## config.mk

```make
export PLATFORM = sky130hd
export DESIGN_NAME = psram_ctrl
export DESIGN_NICKNAME = d
export VERILOG_FILES = /design/src/rtl/psram_pkg.sv /design/src/rtl/psram_span_timer.sv /design/src/rtl/psram_lane_map.sv /design/src/rtl/psram_ctrl.sv
export SDC_FILE = /design/constraint.sdc
export NUM_CORES = 1
export LEC_CHECK = 0
export BUFFER_PORTS_ARGS = -buffer_cell sky130_fd_sc_hd__buf_2
export CORE_ASPECT_RATIO = 1.1
export CORE_MARGIN = 2
export CORE_UTILIZATION = 35
export CTS_BUF_LIST = sky130_fd_sc_hd__clkbuf_4
export CTS_CLUSTER_DIAMETER = 100
export CTS_CLUSTER_SIZE = 20
export DETAILED_ROUTE_END_ITERATION = 16
export PLACE_DENSITY_LB_ADDON = 0.1
export SYNTH_ARGS = -nofsm -noshare
export SYNTH_HDL_FRONTEND = slang
export SYNTH_SLANG_ARGS = --single-unit
```

## constraint.sdc

```tcl
create_clock -name clk -period 5.8 [get_ports clk]
set_input_delay 1.74 -clock clk [delete_from_list [all_inputs] [get_ports clk]]
set_output_delay 1.74 -clock clk [all_outputs]
set_load 0.005 [all_outputs]
```

## src/rtl/psram_pkg.sv

```systemverilog
package psram_pkg;

    typedef enum logic [2:0] {
        ST_IDLE,
        ST_ARM,
        ST_READ,
        ST_WRITE,
        ST_GAP
    } psram_state_e;

    function automatic int ns_to_cycles(input int ns, input int period_ns);
        return (ns + period_ns - 1) / period_ns;
    endfunction

    function automatic int max_of(input int a, input int b);
        return (a > b) ? a : b;
    endfunction

endpackage

```

## src/rtl/psram_span_timer.sv

```systemverilog
module psram_span_timer #(
    parameter int CNT_W = 4
) (
    input  logic             clk,
    input  logic             rst_n,
    input  logic             load,
    input  logic [CNT_W-1:0] load_val,
    output logic             expired
);
    logic [CNT_W-1:0] cnt_q;

    always_ff @(posedge clk) begin
        if (!rst_n) begin
            cnt_q <= '0;
        end else if (load) begin
            cnt_q <= load_val;
        end else if (cnt_q != '0) begin
            cnt_q <= cnt_q - 1'b1;
        end
    end

    assign expired = (cnt_q == '0);
endmodule

```

## src/rtl/psram_lane_map.sv

```systemverilog
module psram_lane_map #(
    parameter int DATA_W = 16,
    parameter int LANES  = 2
) (
    input  logic              active,
    input  logic [LANES-1:0]  lane_sel,
    input  logic [DATA_W-1:0] raw,
    output logic [LANES-1:0]  lane_n,
    output logic [DATA_W-1:0] masked
);
    localparam int LANE_W = DATA_W / LANES;

    for (genvar g = 0; g < LANES; g++) begin : g_lane
        assign lane_n[g] = !(active && lane_sel[g]);
        assign masked[g*LANE_W +: LANE_W] = lane_sel[g] ? raw[g*LANE_W +: LANE_W] : '0;
    end
endmodule

```

## src/rtl/psram_ctrl.sv

```systemverilog
module psram_ctrl
    import psram_pkg::*;
#(
    parameter int ADDR_W         = 20,
    parameter int DATA_W         = 16,
    parameter int CLK_PERIOD_NS  = 5,
    parameter int T_CYCLE_NS     = 70,
    parameter int T_DESEL_NS     = 15,
    parameter int T_OE_ACC_NS    = 35,
    parameter int T_WE_PULSE_NS  = 50,
    parameter int T_CE_WR_NS     = 60,
    parameter int T_LANE_WR_NS   = 60,
    parameter int T_DSETUP_NS    = 25,
    parameter int T_OPEN_MAX_NS  = 40000
) (
    input  logic              clk,
    input  logic              rst_n,
    input  logic              req_valid,
    output logic              req_ready,
    input  logic              req_write,
    input  logic [ADDR_W-1:0] req_addr,
    input  logic [1:0]        req_lanes,
    input  logic [DATA_W-1:0] req_wdata,
    output logic              rsp_valid,
    output logic [DATA_W-1:0] rsp_rdata,
    output logic              mem_ce_n,
    output logic              mem_oe_n,
    output logic              mem_we_n,
    output logic              mem_ub_n,
    output logic              mem_lb_n,
    output logic [ADDR_W-1:0] mem_addr,
    output logic [DATA_W-1:0] mem_dq_out,
    output logic              mem_dq_oe,
    input  logic [DATA_W-1:0] mem_dq_in
);
    localparam int LANES  = 2;
    localparam int N_RD   = max_of(ns_to_cycles(T_CYCLE_NS, CLK_PERIOD_NS),
                                   ns_to_cycles(T_OE_ACC_NS, CLK_PERIOD_NS));
    localparam int N_WR   = max_of(max_of(ns_to_cycles(T_CYCLE_NS, CLK_PERIOD_NS),
                                          ns_to_cycles(T_WE_PULSE_NS, CLK_PERIOD_NS)),
                                   max_of(max_of(ns_to_cycles(T_CE_WR_NS, CLK_PERIOD_NS),
                                                 ns_to_cycles(T_LANE_WR_NS, CLK_PERIOD_NS)),
                                          ns_to_cycles(T_DSETUP_NS, CLK_PERIOD_NS)));
    localparam int N_DES  = max_of(ns_to_cycles(T_DESEL_NS, CLK_PERIOD_NS), 1);
    localparam int N_OPEN = T_OPEN_MAX_NS / CLK_PERIOD_NS;
    localparam int CNT_W  = $clog2(max_of(max_of(N_RD, N_WR), N_DES) + 1);
    localparam int OPEN_W = $clog2(N_OPEN + 2);

    psram_state_e      state_q, state_d;
    logic [ADDR_W-1:0] addr_q;
    logic [DATA_W-1:0] wdata_q, rdata_q;
    logic [LANES-1:0]  lanes_q, lane_n;
    logic              wr_q, rsp_q;
    logic              accept, expired, tmr_load;
    logic [CNT_W-1:0]  tmr_val;
    logic [DATA_W-1:0] rd_masked;
    logic              bus_active;

    assign accept = (state_q == ST_IDLE) && req_valid;

    // State register process
    always_ff @(posedge clk) begin
        if (!rst_n) begin
            state_q <= ST_IDLE;
        end else begin
            state_q <= state_d;
        end
    end

    // Next-state logic: ACCEPT, SKIP, LAUNCH_RD, LAUNCH_WR, CLOSE, REOPEN
    always_comb begin
        state_d = state_q;
        unique case (state_q)
            ST_IDLE:  if (accept && (req_lanes != '0)) state_d = ST_ARM;
            ST_ARM:   state_d = wr_q ? ST_WRITE : ST_READ;
            ST_READ:  if (expired) state_d = ST_GAP;
            ST_WRITE: if (expired) state_d = ST_GAP;
            ST_GAP:   if (expired) state_d = ST_IDLE;
            default:  state_d = ST_IDLE;
        endcase
    end

    // Interval timer loads on entry to each counted state
    assign tmr_load = (state_q == ST_ARM) ||
                      (((state_q == ST_READ) || (state_q == ST_WRITE)) && expired);
    assign tmr_val  = (state_q == ST_ARM) ? (wr_q ? CNT_W'(N_WR - 1) : CNT_W'(N_RD - 1))
                                          : CNT_W'(N_DES - 1);

    psram_span_timer #(.CNT_W(CNT_W)) timer_i (
        .clk      (clk),
        .rst_n    (rst_n),
        .load     (tmr_load),
        .load_val (tmr_val),
        .expired  (expired)
    );

    assign bus_active = (state_q == ST_READ) || (state_q == ST_WRITE);

    psram_lane_map #(.DATA_W(DATA_W), .LANES(LANES)) lanes_i (
        .active   (bus_active),
        .lane_sel (lanes_q),
        .raw      (mem_dq_in),
        .lane_n   (lane_n),
        .masked   (rd_masked)
    );

    // Request capture and read return
    always_ff @(posedge clk) begin
        if (!rst_n) begin
            addr_q  <= '0;
            wdata_q <= '0;
            lanes_q <= '0;
            wr_q    <= 1'b0;
            rsp_q   <= 1'b0;
            rdata_q <= '0;
        end else begin
            rsp_q <= 1'b0;
            if (accept) begin
                addr_q  <= req_addr;
                wdata_q <= req_wdata;
                lanes_q <= req_lanes;
                wr_q    <= req_write;
                if (!req_write && (req_lanes == '0)) begin
                    rsp_q   <= 1'b1;
                    rdata_q <= '0;
                end
            end else if ((state_q == ST_READ) && expired) begin
                rsp_q   <= 1'b1;
                rdata_q <= rd_masked;
            end
        end
    end

    // Output process
    always_comb begin
        req_ready  = (state_q == ST_IDLE);
        mem_ce_n   = !bus_active;
        mem_oe_n   = (state_q != ST_READ);
        mem_we_n   = (state_q != ST_WRITE);
        mem_lb_n   = lane_n[0];
        mem_ub_n   = lane_n[1];
        mem_addr   = addr_q;
        mem_dq_out = wdata_q;
        mem_dq_oe  = wr_q && ((state_q == ST_ARM) || (state_q == ST_WRITE) ||
                              (state_q == ST_GAP));
        rsp_valid  = rsp_q;
        rsp_rdata  = rdata_q;
    end

    // Pin-level span counters for the checks below
    logic [OPEN_W-1:0] ce_lo_cnt;
    logic [CNT_W-1:0]  ce_hi_cnt;
    always_ff @(posedge clk) begin
        if (!rst_n) begin
            ce_lo_cnt <= '0;
            ce_hi_cnt <= CNT_W'(N_DES);
        end else begin
            ce_lo_cnt <= mem_ce_n ? '0 : ce_lo_cnt + 1'b1;
            if (!mem_ce_n) ce_hi_cnt <= '0;
            else if (ce_hi_cnt < CNT_W'(N_DES)) ce_hi_cnt <= ce_hi_cnt + 1'b1;
        end
    end

    assert_open_bound_R9: assert property (@(posedge clk) disable iff (!rst_n)
        !mem_ce_n |-> (ce_lo_cnt < OPEN_W'(N_OPEN)));
    assert_desel_gap_R6: assert property (@(posedge clk) disable iff (!rst_n)
        $fell(mem_ce_n) |-> (ce_hi_cnt >= CNT_W'(N_DES)));
    assert_addr_setup_R2: assert property (@(posedge clk) disable iff (!rst_n)
        $fell(mem_ce_n) |-> $stable(mem_addr));
    assert_no_contention_R7: assert property (@(posedge clk) disable iff (!rst_n)
        !(mem_dq_oe && !mem_oe_n));
    assert_release_first_R7: assert property (@(posedge clk) disable iff (!rst_n)
        $fell(mem_oe_n) |-> !$past(mem_dq_oe));
    assert_write_gated_R4: assert property (@(posedge clk) disable iff (!rst_n)
        !mem_we_n |-> (!mem_ce_n && !(mem_ub_n && mem_lb_n) && mem_dq_oe));
    assert_ready_idle_R10: assert property (@(posedge clk) disable iff (!rst_n)
        req_ready |-> (mem_ce_n && mem_oe_n && mem_we_n));
    assert_rsp_pulse_R3: assert property (@(posedge clk) disable iff (!rst_n)
        rsp_valid |=> !rsp_valid);
endmodule

```

# Yosys cells after proc, flatten, opt, wreduce, memory -nomap -nowiden
# Index checks and enable logic that the tools add are counted.
# W data, S select, Z words.
[op_classes]
addsub = 1
mux = 16
n_eq_ne = 10
reduce_logical = 26
[ops]
columns = ["operator", "count"]
rows = [
  ["$mux W16", 3],
  ["$mux W8", 2],
  ["$mux W4", 3],
  ["$pmux W3 S4", 1],
  ["$mux W3", 3],
  ["$logic_and A1 B1 Y1", 8],
  ["$eq A3 B2 Y1 const B", 2],
  ["$ne A2 B1 Y1 const B", 3],
  ["$ne A3 B2 Y1 const B", 2],
  ["$reduce_bool A2 Y1", 3],
  ["$logic_not A1 Y1", 4],
  ["$logic_not A4 Y1", 1],
  ["$logic_or A1 B1 Y1", 4],
  ["$mux W1", 4],
  ["$reduce_bool A4 Y1", 1],
  ["$sub A4 B1 Y4 const B", 1],
  ["$eq A3 B1 Y1 const B", 1],
  ["$eq A3 B3 Y1 const B", 1],
  ["$logic_not A3 Y1", 1],
  ["$reduce_and A3 Y1", 1],
  ["$logic_not A2 Y1", 1],
  ["$ne A2 B2 Y1 const B", 1],
  ["$reduce_and A2 Y1", 1],
  ["$reduce_or A2 Y1", 1],
]
[word_totals]
word_cells = 61
regBits = 63
in_bits = 58
out_inout_bits = 60

# Depth between registers and ports, before layout
# Gate-level depths: netlist of run 1.
[depth]
ltp_word = 5
depth_mapped = 7
depth_no_buf = 6

# Modules after synthesis
# Synthesis of run 1 repeated with hierarchy kept, for this count alone.
[unflattened]
cells_unflattened = 318
hier_area_um2 = 2647.5
[by_module_without_submodules]
columns = ["module", "seq_area_each_um2", "area_each_um2", "cells_each", "n_inst"]
rows = [
  ["psram_ctrl", 1181.1, 2309.7, 277, 1],
  ["psram_span_timer", 80.1, 230.2, 23, 1],
  ["psram_lane_map", 0.0, 107.6, 18, 1],
]

# Least setup slack after synthesis of run 1
# No wires, ideal clock.
[synth_path]
path_type = "input -> register"
from = "input req_valid"
to = "register rdata_q[14], in the netlist rsp_rdata[14]"
n_path_buf = 2
t_required_ns = 5.683
setup_time_ns = 0.117
arrival_time_ns = 2.928
setup_slack_ns = 2.756
path_stages = 6
path_cell_list = "or4b_4 > buf_6 > nor4_4 > nor3_2 > buf_6 > a22o_1"
[synth_via]
elab_chain_cells = 3
word_cells_on_any_way = 5
classes_between = "eq/ne (1); mux (1); reduce/logical (3)"
[synth_rtl]
columns = ["item", "line", "text"]
rows = [
  ["start, declared", "psram_ctrl.sv:18", "input logic req_valid,"],
  ["$logic_and A1 B1 Y1 (*)", "psram_ctrl.sv:59", "assign accept = (state_q == ST_IDLE) && req_valid;"],
  ["$ne A2 B1 Y1 (no source line) or $reduce_bool A2 Y1 (tied branches)", "--", ""],
  ["$reduce_and A2 Y1 (no source line)", "--", ""],
  ["end signal, assigned", "psram_ctrl.sv:129", "rdata_q <= rd_masked;"],
  ["end, declared", "psram_ctrl.sv:51", "logic [DATA_W-1:0] wdata_q, rdata_q;"],
]
# Every way passes the cells marked *; elsewhere a longest branch is shown, timed or not.
# A chain may end at the register's enable or synchronous reset.

# Final worst setup path of run 1
[layout_path]
from = "register state_q[2]"
to = "output mem_dq_oe"
[layout_via]
elab_chain_cells = 4
word_cells_on_any_way = 6
classes_between = "eq/ne (3); reduce/logical (3)"
[layout_rtl]
columns = ["item", "line", "text"]
rows = [
  ["start, declared", "psram_ctrl.sv:49", "psram_state_e state_q, state_d;"],
  ["start signal, assigned", "psram_ctrl.sv:66", "state_q <= state_d;"],
  ["$eq A3 B1 Y1 or $eq A3 B2 Y1 (tied branches)", "psram_ctrl.sv:144", "mem_dq_oe = wr_q && ((state_q == ST_ARM) || (state_q == ST_WRITE) ||"],
  ["$logic_or A1 B1 Y1", "psram_ctrl.sv:144", ""],
  ["$logic_or A1 B1 Y1 (*)", "psram_ctrl.sv:144", ""],
  ["$logic_and A1 B1 Y1 (*)", "psram_ctrl.sv:144", ""],
  ["end, declared", "psram_ctrl.sv:33", "output logic mem_dq_oe,"],
]
# Marks and branches as above.

==> results.toml, run 1 <==
[worst_setup_path]
cp.arrival_ns = 1.48
r2r_slack_ns = 3.62
critPathCaptureType = "output port"
slowest_stage = "dfxtp_1"
cp-start-kind = "register"
path_max_fanout = 7
path_cells = "inv_1 > nor3_1 > a21oi_1 > nor2_1 > buf_2"
path_class = "register to output port"
worstPathRequired_ns = 4.06
slowest_delay_ns = 0.46

[cts]
clk_latency_ns = 0.40
clock_sinks = 63
cts_tree = "built"
cts_hold_buf = 0
clk_path_buf_depth = 2
cts_buffers = 9
clk_pin_slew_ns = 0.10
clockRootBuffer = "clkbuf_4"
post_cts_buffers = 0
htreeDepth = 3
cts_resized = 0

[synthesis]
ys_seq_area_frac = 0.544
synth_cells = 269
synth_edf_count = 0
synth.avg_cell_area_sq_um = 8.62
ys_ff_latch = 63
syn_nets = 328
synth_cell_types = 29
async_reset_ff_frac = 0
ys.flop_type = "dfxtp_1"
synth-warning-count = 0
synth_area_sq_um = 2320

[sta]
slew_headroom = 0.392
post-route-min-period_ns = 3.22
finalSetupTns_ns = 0
hold_viol_final = 0
drv_slew = 0
worstMarginPinSlew_ns = 0.908
finalSetupViolations = 0
fin_skew_ns = 0.0130
whs_ns = 0.460
worst_slack_ns = 2.58
min_period_over_period = 0.555
max_freq_ghz = 0.311
rsz0062_at_grt = "no"

[layout]
fin_util = 0.473
drive_gt1_frac = 0.361
diodes = 0
finalNonFillerCells = 467
final_cell_area_sq_um = 3080
nets = 439
area_growth_pct = 32.9

[die]
start_util = 0.356
core_sq_um = 6520
die_h_um = 89.4
fp-row-count = 31
die_w_um = 81.6
dieArea_sq_um = 7290
ioPinCount = 118

[route]
route.detailed.drc = 0
vias_per_cell = 4.66
ant_nets = 0
first_pass_iters = 4
num_vias = 2174
wire_per_inst_um = 12.3
drtIter0Drc = 96
drt-total-wl_um = 5730

[place]
io_buffers = 117
dp_cells = 451
place_ws_ns = 2.35
post-dp-hpwl_um = 4020
gp_congestion = 0.737
placed_area_sq_um = 2920

[power]
power.share.clock = 0.265
leakage_nw = 1.45
intPower_uw = 842
switchingPower_uw = 438
p_total_mw = 1.28
comb_power_share = 0.294
netSwitchingFraction = 0.342
cellPowerDensity_nw_per_um2 = 415
power.share.sequential = 0.441
ir_worst_vdd_v = 0.000202

[worst_hold_path]
hold_class = "register to register"

[grt]
grt_overflow = 0
antenna_found_initial = 0
grt_pass1_vias = 1957
grt_pass1_wl_um = 8800
grt_usage = 0.159
grt_start_max_net_pins = 46

[run_status]
outcome = "completed"

[flow_run]
cap_violations = 0
Yosys cell counts (3+ instances only):
cell       n  area [sq um]
inv_1      4          15.0
buf_6      3          33.8
a22o_1    16           140
clkbuf_1  13          48.8
nor2_1     8          30.0
nand2_1   83           312
and2_1     3          18.8
nor3_1     5          25.0
dfxtp_1   63          1260
a21oi_1   43           215
flip-flops by register name, summed over array words and instances (netlist names):
register / count
mem_addr: 20
wr_q: 1
state_q: 3
lanes_q: 2
timer_i.cnt_q: 4
rsp_rdata: 16
rsp_valid: 1
mem_dq_out: 16
cells by family after synthesis:
kind of cell	synth area share
AND/OR/NAND/NOR	0.222
adder cells (fa/ha/maj)	0.00540
buffers and inverters	0.0496
AO/OA/AOI/OAI	0.179
flip-flops	0.544
cell usage in the layout (no fill, tap or decap), types with 2 or more instances in the layout:
master,instances
nor3_1,5
clkbuf_4,10
and2_1,3
a31oi_1,2
dfxtp_1,63
nor3b_1,2
inv_2,2
a211oi_1,2
a22o_1,16
o21a_1,2
nor3_2,2
a21oi_1,43
and3_1,2
nor2_1,8
buf_2,117
nand2b_1,2
inv_1,4
bufinv_16,2
nand2_1,83
power groups by stage:
stage | Clock (mW) | Combinational [mW] | Sequential (mW)
after floorplan | 0 | 0.270 | 0.561
after global placement | 0 | 0.380 | 0.574
after detailed placement | 0 | 0.383 | 0.575
after CTS | 0.350 | 0.384 | 0.567
after global routing | 0.372 | 0.439 | 0.577
final | 0.339 | 0.376 | 0.565
final timing paths:
path / depth (start not counted) / endpoint / start
worst max-delay path: 5 / mem_dq_oe / state_q[2]$_SDFFE_PN0P_
worst max register to register: 4 / rsp_rdata[15]$_SDFFE_PN0P_ / state_q[0]$_SDFFE_PN0P_
worst min-delay path: 2 / mem_addr[18]$_SDFFE_PN0N_ / mem_addr[18]$_SDFFE_PN0N_
worst min register to register: 2 / mem_addr[18]$_SDFFE_PN0N_ / mem_addr[18]$_SDFFE_PN0N_
cell type report:
class                   count  area, sq um
flip-flops and latches     63         1260
inverters                   6         22.5
clock inverters             6         85.1
clock buffers              10         75.1
repair buffers            118          593
multi-input cells         182          942
well taps                  82          103
fillers                   705         3430
layer usage:
metal  global-route usage  wire length (um)  vias up
met1                0.189              2560      958
met3               0.0586               539        9
met4               0.0864                92        0
li1                     -                 -     1125
met5                    0                 0        -
met2                0.248              2540       82
worst max-delay path, delay by kind of cell, from the launching register on:
family / cells / cell delay (ns)
AO/OA/AOI/OAI: 1 / 0.06
buffers and inverters: 2 / 0.21
AND/OR/NAND/NOR: 2 / 0.35
flip-flops: 1 / 0.46
Power figures use the tool's default switching activity.
==> run 2: changes to the inputs <==
==> constraint.sdc (replaced) <==
create_clock -name clk -period 3 [get_ports clk]
set_input_delay 0.9 -clock clk [delete_from_list [all_inputs] [get_ports clk]]
set_output_delay 0.9 -clock clk [all_outputs]
set_load 0.005 [all_outputs]
==> results.toml, run 2 (synthesized netlist as in run 1, its figures left out) <==
[die]
core_sq_um = 6520
die_w_um = 81.6
start_util = 0.356
ioPinCount = 118
dieArea_sq_um = 7290
fp-row-count = 31
die_h_um = 89.4

[layout]
fillers = 680
drive_gt1_frac = 0.358
area_growth_pct = 30.9
final_cell_mix = "117 x buf_2, 83 x nand2_1, 63 x dfxtp_1, 43 x a21oi_1, 16 x a22o_1"
nets = 443
diodes = 0
largest_reg_flops = 20
final_common_cell = "buf_2"

[sta]
min_period_over_period = 0.793
hold_viol_final = 0
finalSetupTns_ns = 0
finalSetupViolations = 0
post-route-min-period_ns = 2.38
rsz0062_at_grt = "no"
whs_ns = 0.455
fin_skew_ns = 0.00830
worstMarginPinSlew_ns = 0.460
worst_slack_ns = 0.621
slew_headroom = 0.693
max_freq_ghz = 0.420
drv_slew = 0

[place]
place_ws_ns = 0.699
post-dp-hpwl_um = 3890
gp_congestion = 0.684
io_buffers = 117

[route]
drt-total-wl_um = 5710
num_vias = 2185
wire_per_inst_um = 12.2
first_pass_iters = 5
ant_nets = 0
drtIter0Drc = 98
vias_per_cell = 4.67
route.detailed.drc = 0

[cts]
cts_buffers = 9
cts_resized = 0
clk_pin_slew_ns = 0.09
clk_latency_ns = 0.39
htreeDepth = 3
cts_tree = "built"
cts_hold_buf = 0
clock_sinks = 63
clockRootBuffer = "clkbuf_4"
clk_path_buf_depth = 2
post_cts_buffers = 0

[power]
cellPowerDensity_nw_per_um2 = 748
ir_worst_vdd_v = 0.000274
leakage_nw = 1.43

[grt]
grt_pass1_wl_um = 8420
grt_overflow = 0
antenna_found_initial = 0
grt_usage = 0.152
grt_pass1_vias = 1801
grt_start_max_net_pins = 40

[worst_setup_path]
critPathCaptureType = "output port"
path_class = "register to output port"
path_max_fanout = 7
worstPathRequired_ns = 2.10
cp-start-kind = "register"
cp.arrival_ns = 1.48
cp-startpoint = "state_q[2]$_SDFFE_PN0P_"
r2r_start = "timer_i.cnt_q[0]$_SDFFE_PN0P_"

[run_status]
outcome = "completed"

[worst_hold_path]
min_from = "mem_dq_out[5]$_SDFFE_PN0N_"
hold_class = "register to register"

[flow_run]
cap_violations = 0
## run 2: critical path, stage by stage (launching register included)
cell	delay, ns
dfxtp_1	0.48
inv_1	0.09
nor3_1	0.24
a21oi_1	0.06
nor2_1	0.10
buf_2	0.12
## run 2: path summary, 6_finish.rpt
kind | depth (start not counted) | slack, ns | to
min reg2reg | 2 | 0.46 | mem_dq_out[5]$_SDFFE_PN0N_
max | 5 | 0.62 | mem_dq_oe
max reg2reg | 6 | 0.98 | rsp_rdata[4]$_SDFFE_PN0P_
min | 2 | 0.46 | mem_dq_out[5]$_SDFFE_PN0N_
## run 2: cell type report
type	count	area [sq um]	area share
sequential	63	1260	0.415
multi-input combinational	182	942	0.310
timing repair buffer	122	623	0.205
tap	82	103	0.0338
clock buffer	9	67.6	0.0223
inverter	6	22.5	0.00742
clock inverter	4	16.3	0.00536
## run 2: metrics by stage
step,area (sq um),std cells,power [mW],utilization
2_1_floorplan,2320,269,1.61,-
3_3_place_gp,2950,455,1.87,0.453
3_5_place_dp,2950,455,1.88,0.453
4_1_cts,3040,468,2.31,0.466
5_1_grt,3040,468,2.46,0.466
6_report,3040,468,2.27,0.466
## run 2: routing by layer
| metal | part of all wire | global-route usage | wire (um) |
|---|---|---|---|
| met2 | 0.43 | 0.224 | 2460 |
| met5 | 0 | 0 | 0 |
| met3 | 0.092 | 0.0515 | 528 |
| met4 | 0.015 | 0.0818 | 88 |
| met1 | 0.46 | 0.196 | 2630 |
## run 2: where the power goes
group	switching, mW	internal, mW	total (mW)
combinational	0.438	0.318	0.756
clock	0.277	0.148	0.425
sequential	0.107	0.982	1.09
total	0.822	1.45	2.27
